==> src/rtl/cmaint_pkg.sv <==
// Package: shared constants and types of the cache maintenance controller.
// Assumes a 4 KB cache with 32-byte lines, so 128 lines and 7-bit line indices.
package cmaint_pkg;

    localparam int CACHE_BYTES = 4096;
    localparam int LINE_BYTES  = 32;
    localparam int NUM_LINES   = CACHE_BYTES / LINE_BYTES;
    localparam int LINE_IDX_W  = $clog2(NUM_LINES);

    // register selects
    localparam logic REG_COUNT = 1'b0;
    localparam logic REG_CTRL  = 1'b1;

    // control register bit positions
    localparam int CB_FLUSH   = 0;
    localparam int CB_OFF     = 1;
    localparam int CB_SET_V   = 2;
    localparam int CB_SET_D   = 3;
    localparam int CB_FCLR_V  = 4;
    localparam int CB_FCLR_D  = 5;
    localparam int CB_OCLR_V  = 6;
    localparam int CB_OCLR_D  = 7;

    typedef enum logic [1:0] {
        WK_IDLE,
        WK_SCAN,
        WK_WAIT
    } walk_state_t;

endpackage

==> src/rtl/cmaint_line_bits.sv <==
// Module: one per-line state bit array (used for valid and for dirty).
// Assumes single-line mark pulses from the datapath. Priority is
// force-set-all over bulk clear over the single-line mark.
module cmaint_line_bits #(
    parameter int LINES = 128,
    parameter int IDX_W = 7
) (
    input  logic             clk,
    input  logic             rst_n,
    input  logic             mark_en_i,
    input  logic [IDX_W-1:0] mark_idx_i,
    input  logic             clr_all_i,
    input  logic             set_all_i,
    output logic [LINES-1:0] bits_o
);

    logic [LINES-1:0] bits_q;

    // Update the array: reset, force-set, bulk clear, or set one line.
    always_ff @(posedge clk) begin
        if (!rst_n) begin
            bits_q <= '0;
        end else if (set_all_i) begin
            bits_q <= '1;
        end else if (clr_all_i) begin
            bits_q <= '0;
        end else if (mark_en_i) begin
            bits_q[mark_idx_i] <= 1'b1;
        end
    end

    assign bits_o = bits_q;

    AST_SET_ALL_FORCES: assert property (@(posedge clk) disable iff (!rst_n)
        $past(set_all_i) |-> (&bits_o));

    AST_CLEAR_EMPTIES: assert property (@(posedge clk) disable iff (!rst_n)
        ($past(clr_all_i) && !$past(set_all_i)) |-> (bits_o == '0));

endmodule

==> src/rtl/cmaint_regs.sv <==
// Module: byte-wide register file holding the line count and control bits.
// Assumes one register access per cycle and a combinational read path.
// Produces the flush start and turn-off clear pulses from write decodes.
module cmaint_regs #(
    parameter int IDX_W = 7
) (
    input  logic             clk,
    input  logic             rst_n,
    input  logic             wr_i,
    input  logic             addr_i,
    input  logic [7:0]       wdata_i,
    output logic [7:0]       rdata_o,
    input  logic             busy_i,
    output logic [IDX_W-1:0] count_o,
    output logic             start_o,
    output logic             set_v_o,
    output logic             set_d_o,
    output logic             fclr_v_o,
    output logic             fclr_d_o,
    output logic             off_clr_v_o,
    output logic             off_clr_d_o
);
    import cmaint_pkg::*;

    logic [IDX_W-1:0] count_q;
    logic             off_q, set_v_q, set_d_q;
    logic             fclr_v_q, fclr_d_q, oclr_v_q, oclr_d_q;
    logic             ctrl_wr, count_wr;

    assign ctrl_wr  = wr_i && (addr_i == REG_CTRL);
    assign count_wr = wr_i && (addr_i == REG_COUNT) && !busy_i;

    // Line count register: all ones after reset, frozen while busy.
    always_ff @(posedge clk) begin
        if (!rst_n) begin
            count_q <= '1;
        end else if (count_wr) begin
            count_q <= wdata_i[IDX_W-1:0];
        end
    end

    // Control register fields other than the self-clearing flush bit.
    always_ff @(posedge clk) begin
        if (!rst_n) begin
            off_q    <= 1'b0;
            set_v_q  <= 1'b0;
            set_d_q  <= 1'b0;
            fclr_v_q <= 1'b1;
            fclr_d_q <= 1'b1;
            oclr_v_q <= 1'b1;
            oclr_d_q <= 1'b1;
        end else if (ctrl_wr) begin
            off_q    <= wdata_i[CB_OFF];
            set_v_q  <= wdata_i[CB_SET_V];
            set_d_q  <= wdata_i[CB_SET_D];
            fclr_v_q <= wdata_i[CB_FCLR_V];
            fclr_d_q <= wdata_i[CB_FCLR_D];
            oclr_v_q <= wdata_i[CB_OCLR_V];
            oclr_d_q <= wdata_i[CB_OCLR_D];
        end
    end

    // Decode write side effects: flush start and turn-off clears.
    always_comb begin
        start_o     = ctrl_wr && wdata_i[CB_FLUSH] && !busy_i
                      && !off_q && !wdata_i[CB_OFF];
        off_clr_v_o = ctrl_wr && wdata_i[CB_OFF] && wdata_i[CB_OCLR_V];
        off_clr_d_o = ctrl_wr && wdata_i[CB_OFF] && wdata_i[CB_OCLR_D];
    end

    // Read mux for the selected register.
    always_comb begin
        rdata_o = '0;
        if (addr_i == REG_CTRL) begin
            rdata_o[CB_FLUSH]  = busy_i;
            rdata_o[CB_OFF]    = off_q;
            rdata_o[CB_SET_V]  = set_v_q;
            rdata_o[CB_SET_D]  = set_d_q;
            rdata_o[CB_FCLR_V] = fclr_v_q;
            rdata_o[CB_FCLR_D] = fclr_d_q;
            rdata_o[CB_OCLR_V] = oclr_v_q;
            rdata_o[CB_OCLR_D] = oclr_d_q;
        end else begin
            rdata_o[IDX_W-1:0] = count_q;
        end
    end

    assign count_o  = count_q;
    assign set_v_o  = set_v_q;
    assign set_d_o  = set_d_q;
    assign fclr_v_o = fclr_v_q;
    assign fclr_d_o = fclr_d_q;

    AST_COUNT_FROZEN: assert property (@(posedge clk) disable iff (!rst_n)
        $past(busy_i) |-> $stable(count_o));

endmodule

==> src/rtl/cmaint_walker.sv <==
// Module: flush sequencer. It visits lines 0..last in order and requests a
// write-back for each valid and dirty line, stalling until acknowledged.
// Assumes the line count does not change while busy (held off by the
// register file). The done pulse is combinational, so bulk clears land
// on the same edge that drops busy.
module cmaint_walker #(
    parameter int LINES = 128,
    parameter int IDX_W = 7
) (
    input  logic             clk,
    input  logic             rst_n,
    input  logic             start_i,
    input  logic [IDX_W-1:0] last_i,
    input  logic [LINES-1:0] valid_i,
    input  logic [LINES-1:0] dirty_i,
    input  logic             wb_ack_i,
    output logic             busy_o,
    output logic             done_o,
    output logic             wb_req_o,
    output logic [IDX_W-1:0] wb_line_o
);
    import cmaint_pkg::*;

    localparam logic [IDX_W-1:0] IDX_ONE = {{(IDX_W-1){1'b0}}, 1'b1};

    walk_state_t      state_q, state_d;
    logic [IDX_W-1:0] idx_q, idx_d;
    logic             needs_wb, at_last;

    assign needs_wb = valid_i[idx_q] && dirty_i[idx_q];
    assign at_last  = (idx_q == last_i);

    // Next-state logic of the walk.
    always_comb begin
        state_d = state_q;
        idx_d   = idx_q;
        done_o  = 1'b0;
        case (state_q)
            WK_IDLE: begin
                if (start_i) begin
                    state_d = WK_SCAN;
                    idx_d   = '0;
                end
            end
            WK_SCAN: begin
                if (last_i == '0) begin
                    done_o = 1'b1;
                end else if (needs_wb) begin
                    state_d = WK_WAIT;
                end else if (at_last) begin
                    done_o = 1'b1;
                end else begin
                    idx_d = idx_q + IDX_ONE;
                end
            end
            WK_WAIT: begin
                if (wb_ack_i) begin
                    if (at_last) begin
                        done_o = 1'b1;
                    end else begin
                        idx_d   = idx_q + IDX_ONE;
                        state_d = WK_SCAN;
                    end
                end
            end
            default: state_d = WK_IDLE;
        endcase
        if (done_o) begin
            state_d = WK_IDLE;
        end
    end

    // State and line index registers.
    always_ff @(posedge clk) begin
        if (!rst_n) begin
            state_q <= WK_IDLE;
            idx_q   <= '0;
        end else begin
            state_q <= state_d;
            idx_q   <= idx_d;
        end
    end

    assign busy_o    = (state_q != WK_IDLE);
    assign wb_req_o  = (state_q == WK_WAIT);
    assign wb_line_o = idx_q;

    AST_REQ_HOLD: assert property (@(posedge clk) disable iff (!rst_n)
        (wb_req_o && !wb_ack_i) |=> (wb_req_o && $stable(wb_line_o)));

    AST_REQ_ONLY_DIRTY: assert property (@(posedge clk) disable iff (!rst_n)
        $rose(wb_req_o) |-> $past(valid_i[wb_line_o] && dirty_i[wb_line_o]));

    AST_ORDER_UP: assert property (@(posedge clk) disable iff (!rst_n)
        (busy_o && $past(busy_o)) |-> (wb_line_o >= $past(wb_line_o)));

    AST_REQ_BOUND: assert property (@(posedge clk) disable iff (!rst_n)
        wb_req_o |-> (wb_line_o <= last_i));

endmodule

==> src/rtl/cache_maint_ctrl.sv <==
// Module: top of the cache maintenance controller. It joins the register
// file, the flush walker and the two state bit arrays.
// Assumes the cache datapath marks lines through the mark ports and the
// write-back path answers each request with a one-cycle acknowledge.
module cache_maint_ctrl #(
    parameter int LINES = cmaint_pkg::NUM_LINES,
    parameter int IDX_W = cmaint_pkg::LINE_IDX_W
) (
    input  logic             clk,
    input  logic             rst_n,
    input  logic             reg_wr,
    input  logic             reg_addr,
    input  logic [7:0]       reg_wdata,
    output logic [7:0]       reg_rdata,
    input  logic             fill_en,
    input  logic [IDX_W-1:0] fill_idx,
    input  logic             dirty_en,
    input  logic [IDX_W-1:0] dirty_idx,
    input  logic [IDX_W-1:0] probe_idx,
    output logic             probe_valid,
    output logic             probe_dirty,
    output logic             wb_req,
    output logic [IDX_W-1:0] wb_line,
    input  logic             wb_ack
);

    localparam int KINDS = 2;  // 0: valid array, 1: dirty array

    logic [IDX_W-1:0] count;
    logic             start, busy, done;
    logic             set_v, set_d, fclr_v, fclr_d, off_clr_v, off_clr_d;

    logic [KINDS-1:0]            k_mark, k_clr, k_set;
    logic [KINDS-1:0][IDX_W-1:0] k_idx;
    logic [KINDS-1:0][LINES-1:0] k_bits;

    cmaint_regs #(.IDX_W(IDX_W)) u_regs (
        .clk        (clk),
        .rst_n      (rst_n),
        .wr_i       (reg_wr),
        .addr_i     (reg_addr),
        .wdata_i    (reg_wdata),
        .rdata_o    (reg_rdata),
        .busy_i     (busy),
        .count_o    (count),
        .start_o    (start),
        .set_v_o    (set_v),
        .set_d_o    (set_d),
        .fclr_v_o   (fclr_v),
        .fclr_d_o   (fclr_d),
        .off_clr_v_o(off_clr_v),
        .off_clr_d_o(off_clr_d)
    );

    cmaint_walker #(.LINES(LINES), .IDX_W(IDX_W)) u_walker (
        .clk      (clk),
        .rst_n    (rst_n),
        .start_i  (start),
        .last_i   (count),
        .valid_i  (k_bits[0]),
        .dirty_i  (k_bits[1]),
        .wb_ack_i (wb_ack),
        .busy_o   (busy),
        .done_o   (done),
        .wb_req_o (wb_req),
        .wb_line_o(wb_line)
    );

    // Route mark, clear and force controls to each array kind.
    always_comb begin
        k_mark = {dirty_en, fill_en};
        k_idx  = {dirty_idx, fill_idx};
        k_set  = {set_d, set_v};
        k_clr  = {(done && fclr_d) || off_clr_d, (done && fclr_v) || off_clr_v};
    end

    for (genvar g = 0; g < KINDS; g++) begin : g_arr
        cmaint_line_bits #(.LINES(LINES), .IDX_W(IDX_W)) u_bits (
            .clk       (clk),
            .rst_n     (rst_n),
            .mark_en_i (k_mark[g]),
            .mark_idx_i(k_idx[g]),
            .clr_all_i (k_clr[g]),
            .set_all_i (k_set[g]),
            .bits_o    (k_bits[g])
        );
    end

    assign probe_valid = k_bits[0][probe_idx];
    assign probe_dirty = k_bits[1][probe_idx];

    AST_START_BUSY: assert property (@(posedge clk) disable iff (!rst_n)
        start |=> busy);

    AST_OFF_NO_START: assert property (@(posedge clk) disable iff (!rst_n)
        (reg_wr && reg_addr && reg_wdata[1] && !busy) |=> !busy);

endmodule

==> config.mk <==
export PLATFORM = sky130hd
export DESIGN_NAME = cache_maint_ctrl
export DESIGN_NICKNAME = d
export VERILOG_FILES = /design/src/rtl/cmaint_pkg.sv /design/src/rtl/cmaint_line_bits.sv /design/src/rtl/cmaint_regs.sv /design/src/rtl/cmaint_walker.sv /design/src/rtl/cache_maint_ctrl.sv
export SDC_FILE = /design/constraint.sdc
export NUM_CORES = 1
export LEC_CHECK = 0
export CAP_MARGIN = 20
export CORE_AREA = 10 10 186 188
export DETAILED_ROUTE_END_ITERATION = 7
export DIE_AREA = 0 0 196 198
export PLACE_DENSITY_LB_ADDON = 0.2
export SYNTH_ARGS = -nofsm -noshare
export SYNTH_HDL_FRONTEND = slang
export SYNTH_SLANG_ARGS = --single-unit
==> constraint.sdc <==
create_clock -name clk -period 10.2 [get_ports clk]
set_clock_uncertainty 0.15 [all_clocks]
set_input_delay 2.55 -clock clk [delete_from_list [all_inputs] [get_ports clk]]
set_output_delay 2.55 -clock clk [all_outputs]
set_load 0.01 [all_outputs]
== Word level (Yosys, flattened, before mapping) ==
Index checks and enable logic that the tools add are counted.
W data, S select, Z words.

* Register bits after elaboration: 279
* Input port bits: 36
* Word-level logic and storage cells: 98

* Add/sub/neg operators: 1
* Magnitude comparators: 6
* Eq/ne operators: 9
* Multiplexer cells: 37
* Bitwise operators: 4
* Reductions and logical operators: 29

{| class="wikitable"
|+ Operators with widths
! operator !! count
|-
| $mux W128 || 6
|-
| $or A128 B128 Y128 || 2
|-
| $mux W7 || 6
|-
| $lt A7 B8 Y1 const B || 4
|-
| $bmux W1 S7 || 4
|-
| $pmux W7 S3 || 1
|-
| $logic_and A1 B1 Y1 || 15
|-
| $demux W1 S7 || 2
|-
| $ge A7 B1 Y1 const B || 2
|-
| $mux W1 || 11
|-
| $mux W2 || 5
|-
| $reduce_and A5 Y1 || 2
|-
| $reduce_bool A3 Y1 || 3
|-
| $ne A2 B2 Y1 const B || 4
|-
| $add A7 B1 Y7 const B || 1
|-
| $eq A7 B7 Y1 || 1
|-
| $logic_not A7 Y1 || 1
|-
| $pmux W2 S3 || 1
|-
| $ne A2 B1 Y1 const B || 2
|-
| $logic_not A1 Y1 || 3
|-
| $eq A2 B1 Y1 const B || 1
|-
| $eq A2 B2 Y1 const B || 1
|-
| $logic_not A2 Y1 || 1
|-
| $logic_or A1 B1 Y1 || 2
|-
| other kinds (4) || 5
|}

== Logic depth before layout (Yosys ltp) ==
* Word-level depth: 10
* Mapped depth: 15
* Gate-level depth less buffers: 10

== By module ==
A second synthesis with hierarchy kept.

* Cell total of the unflattened synthesis: 1832
* Area total of the unflattened synthesis: 15632.5 um2

{| class="wikitable"
|+ By module, submodules not included
! module !! instances !! cells each !! area an instance (um2) !! seq. area each (um2)
|-
| cmaint_line_bits || 2 || 597 || 5081.1 || 2562.5
|-
| cmaint_walker || 1 || 384 || 2567.5 || 180.2
|-
| cache_maint_ctrl || 1 || 172 || 2160.8 || 0.0
|-
| cmaint_regs || 1 || 82 || 742.0 || 280.3
|}

== Least setup slack after synthesis ==
No wires, ideal clock.

* Path type: input to output
* Start point: input probe_idx[0]
* End point: output probe_dirty
* Arrival time: 5.231 ns
* Setup slack: 2.269 ns
* Stages: 6
* Buffers on the path: 2
* Path through: clkbuf_1 buf_1 mux4_2 mux4_2 mux4_2 mux2_2

* Longest elaborated chain between the ends: 2

{| class="wikitable"
|+ Ends and longest elaborated chain
! item !! RTL line !! RTL
|-
| start, declared || cache_maint_ctrl.sv:19 || <nowiki>input logic [IDX_W-1:0] probe_idx,</nowiki>
|-
| $bmux W1 S7 || cache_maint_ctrl.sv:90 || <nowiki>assign probe_dirty = k_bits[1][probe_idx];</nowiki>
|-
| $mux W1 (not written as such) || cache_maint_ctrl.sv:90 ||
|-
| end, declared || cache_maint_ctrl.sv:21 || <nowiki>output logic probe_dirty,</nowiki>
|}

No other way between the ends. The select of a mux whose other input is x is not followed.

== Worst setup path in the final report ==
* Start point: input probe_idx[0]
* End point: output probe_valid

* Longest elaborated chain between the ends: 2

{| class="wikitable"
|+ Ends and longest elaborated chain
! item !! RTL line !! RTL
|-
| $bmux W1 S7 || cache_maint_ctrl.sv:89 || <nowiki>assign probe_valid = k_bits[0][probe_idx];</nowiki>
|-
| $mux W1 (not written as such) || cache_maint_ctrl.sv:89 ||
|-
| end, declared || cache_maint_ctrl.sv:20 || <nowiki>output logic probe_valid,</nowiki>
|}

No other way between the ends. The select of a mux whose other input is x is not followed.

==> impl_metrics.py <==
metrics = {
    "detailed_routing": {
        "wl_mm": 46.1,
        "wire_per_inst_um": 23.6,
        "dr.pass1.iters": 5,
        "drtAntennaViolNets": 0,
        "drt_first_iter_violations": 1368,
        "detail_route.drc_violations": 0,
        "num_vias": 12400,
        "routed_via_density": 6.37,
    },
    "status": {
        "status": "completed",
    },
    "timing": {
        "relSlewSlack": 0.234,
        "fin_crit_sh": 0.840,
        "fmax_mhz": 117,
        "worstMarginPinSlew_ns": 1.14,
        "setup_tns_ns": 0,
        "setup_viol": 0,
        "hold_violations": 0,
        "slew_viol_final": 0,
        "fin_crit_ns": 8.57,
        "rsz0062_at_grt": "false",
    },
    "cells_and_area": {
        "stdcell_area_sq_um": 16400,
        "fin_nets": 1573,
        "fin_util": 0.527,
        "area_growth_pct": 10.1,
        "regArea_sq_um": 5590,
        "nFillCells": 2828,
        "drive_above_1_share": 0.205,
        "multi_input_area_sq_um": 8450,
    },
    "die": {
        "fp.dieArea_sq_um": 38800,
        "die_y_um": 198,
        "core_area_sq_um": 31100,
        "start_util": 0.479,
        "ios": 54,
        "row_count": 65,
        "die_x_um": 196,
    },
    "yosys": {
        "ys.flop_type": "dfxtp_1",
        "seq_area_frac_synth": 0.375,
        "synth_edf_count": 0,
        "synthesis.nets": 1602,
        "synthArstFlopShare": 0,
        "ys_seq_elements": 279,
        "synth_area_sq_um": 14900,
        "yosys_warnings": 0,
        "synth_cell_types": 61,
        "syn_inst": 1560,
        "avgSynthCellArea_sq_um": 9.54,
    },
    "power": {
        "powerDensity_nw_per_um2": 170,
        "p_total_uw": 2780,
        "peakVddDrop_uv": 166,
        "p_leak_uw": 0.00548,
    },
    "critical_path": {
        "worst_r2r_endpoint": "g_arr[1].u_bits.bits_o[107]",
        "critical_path_class": "input port to primary output",
        "startpoint": "probe_idx[0]",
        "r2r_setup_slack_ns": 4.87,
        "required_ns": 7.50,
        "reg2reg_from": "u_walker.wb_line_o[1]",
        "crit_arrival_ns": 5.87,
        "reg2reg_depth": 11,
        "worstSetupEndpointType": "primary output",
        "start_kind": "input port",
        "critPathMaxFanout": 41,
    },
    "hold_path": {
        "holdPathStages": 2,
        "hp-start": "u_regs.oclr_d_q",
        "hp-class": "register to register",
        "hold_path_end": "u_regs.oclr_d_q",
    },
    "grt": {
        "grt-ovfl-total": 0,
        "grt_max_degree": 121,
        "antenna_found_initial": 1,
        "grt_usage": 0.232,
        "grt_pass1_wl_mm": 72.6,
        "grt_pass1_vias": 12100,
    },
    "clock_tree": {
        "cts_hold_buffers": 0,
        "clk_pin_slew_ns": 0.06,
        "cts_tree": "done",
        "clock_path_buffers": 3,
        "cts-root-buf": "clkbuf_16",
        "postCtsResizedCells": 0,
        "post-cts-setup-buffer-count": 0,
        "clock_sinks": 279,
        "htree_levels": 1,
        "clk_latency_ns": 0.58,
        "cts_inserted_buffers": 31,
    },
    "placed_design": {
        "placed_area_sq_um": 15300,
        "portBuffers": 53,
        "place_hpwl_mm": 30.8,
        "place_congestion": 0.909,
    },
    "run": {
        "cap_violations": 0,
    },
}
[sequential cells by signal, summed over array words and instances, names as in the netlist]
name	flops
u_regs.set_v_o	1
u_regs.off_q	1
g_arr.u_bits.bits_o	256
u_walker.wb_line_o	7
u_regs.count_o	7
u_walker.state_q	2
u_regs.oclr_v_q	1
u_regs.set_d_o	1
u_regs.fclr_d_o	1
u_regs.oclr_d_q	1
u_regs.fclr_v_o	1
[cells by family after synthesis]
family          synth area share
simple gates               0.233
fa+ha+maj                0.00505
flops                      0.375
xor+xnor                 0.00412
compound gates             0.136
buf+inv                   0.0585
mux                        0.188
[placed cells by master, fill, tap and decap left out, drive strengths merged, types with 3 or more instances in the layout]
master	instances
dfxtp	279
nor3	248
o21ai	149
a21oi	148
nor2	141
mux4	115
nand2	100
nand3	58
clkdlybuf4s50	51
clkbuf	41
buf	27
a211oi	18
and2	16
nand3b	11
nor2b	11
o211ai	11
mux2i	10
mux2	9
inv	9
clkinv	7
nand4	6
nand2b	6
ha	6
a31oi	6
nor3b	5
a311oi	5
or3	5
bufinv	5
and3b	4
and3	4
o2111ai	4
xnor2	4
nor4	4
o22ai	4
a22oi	3
xor2	3
[metrics by stage]
stage               setup WS, ns  cells  hold WS, ns
floorplan                   2.27   1560        0.282
global placement            1.62   1896        0.299
detailed placement          1.59   1898        0.303
CTS                         1.59   1951        0.318
global route                1.44   1953        0.338
finish                      1.63   1954        0.314
[where the power goes]
group          switching [uW]  internal (uW)  total, uW
sequential               69.7           1150       1220
combinational             213            164        377
clock                     464            716       1180
total                     747           2040       2780
[cell usage after synthesis, types with 3 or more instances]
master,instances,area [sq um]
buf_12,10,200
nor3_1,147,736
nand2b_1,6,37.5
and2_1,7,43.8
inv_1,6,22.5
a21oi_1,148,741
o21ai_1,132,661
o2111ai_1,4,35.0
dfxtp_1,279,5590
buf_4,18,135
xor2_1,3,26.3
nor4_1,3,18.8
o21ai_0,16,80.1
nand3_1,57,285
and3b_1,4,35.0
o211ai_1,11,82.6
nor2_1,141,529
xnor2_1,4,35.0
nand2_1,100,375
nand3b_1,11,82.6
buf_6,7,78.8
clkbuf_1,84,315
or3_1,5,31.3
a22oi_1,3,22.5
mux2i_1,10,100
nor3b_1,5,37.5
and2_0,9,56.3
o22ai_1,3,18.8
a31oi_1,4,25.0
buf_2,10,50.1
nor2b_1,11,68.8
a211oi_1,18,135
mux2_2,9,101
a311oi_1,5,43.8
mux4_2,115,2590
and3_1,4,25.0
buf_1,11,41.3
ha_1,6,75.1
nor3_2,100,1000
nand4_1,6,37.5
[critical path, cell delays in order]
cell	delay [ns]
buf_4	0.59
buf_4	0.39
mux4_2	0.54
mux4_2	0.50
mux4_2	0.50
mux2_2	0.29
clkdlybuf4s50_1	0.48
[how the worst max path moves through the flow]
stage             endpoint  slack (ns)  cells past startpoint
4_1_cts        probe_dirty        1.59                      7
3_5_place_dp   probe_dirty        1.59                      7
2_1_floorplan  probe_dirty        2.27                      6
5_1_grt        probe_valid        1.44                      7
6_report       probe_valid        1.63                      7
3_3_place_gp   probe_dirty        1.62                      7
[layout make-up]
cell class	instances	area share
well taps	402	0.0307
clock inverters	13	0.0127
flip-flops and latches	279	0.341
repair buffers	79	0.0448
clock buffers	40	0.0525
diodes	1	0.000153
multi-input cells	1131	0.516
inverters	9	0.00206
[layer usage]
metal  vias to the layer above  track usage  wire length [um]
li1                       5718            -                 -
met1                      6100        0.329             20500
met2                       535        0.358             20700
met3                        87       0.0350              3510
met4                         0       0.0704              1380
met5                         -            0                 0
Note: power is estimated with default switching activity, not from simulation.
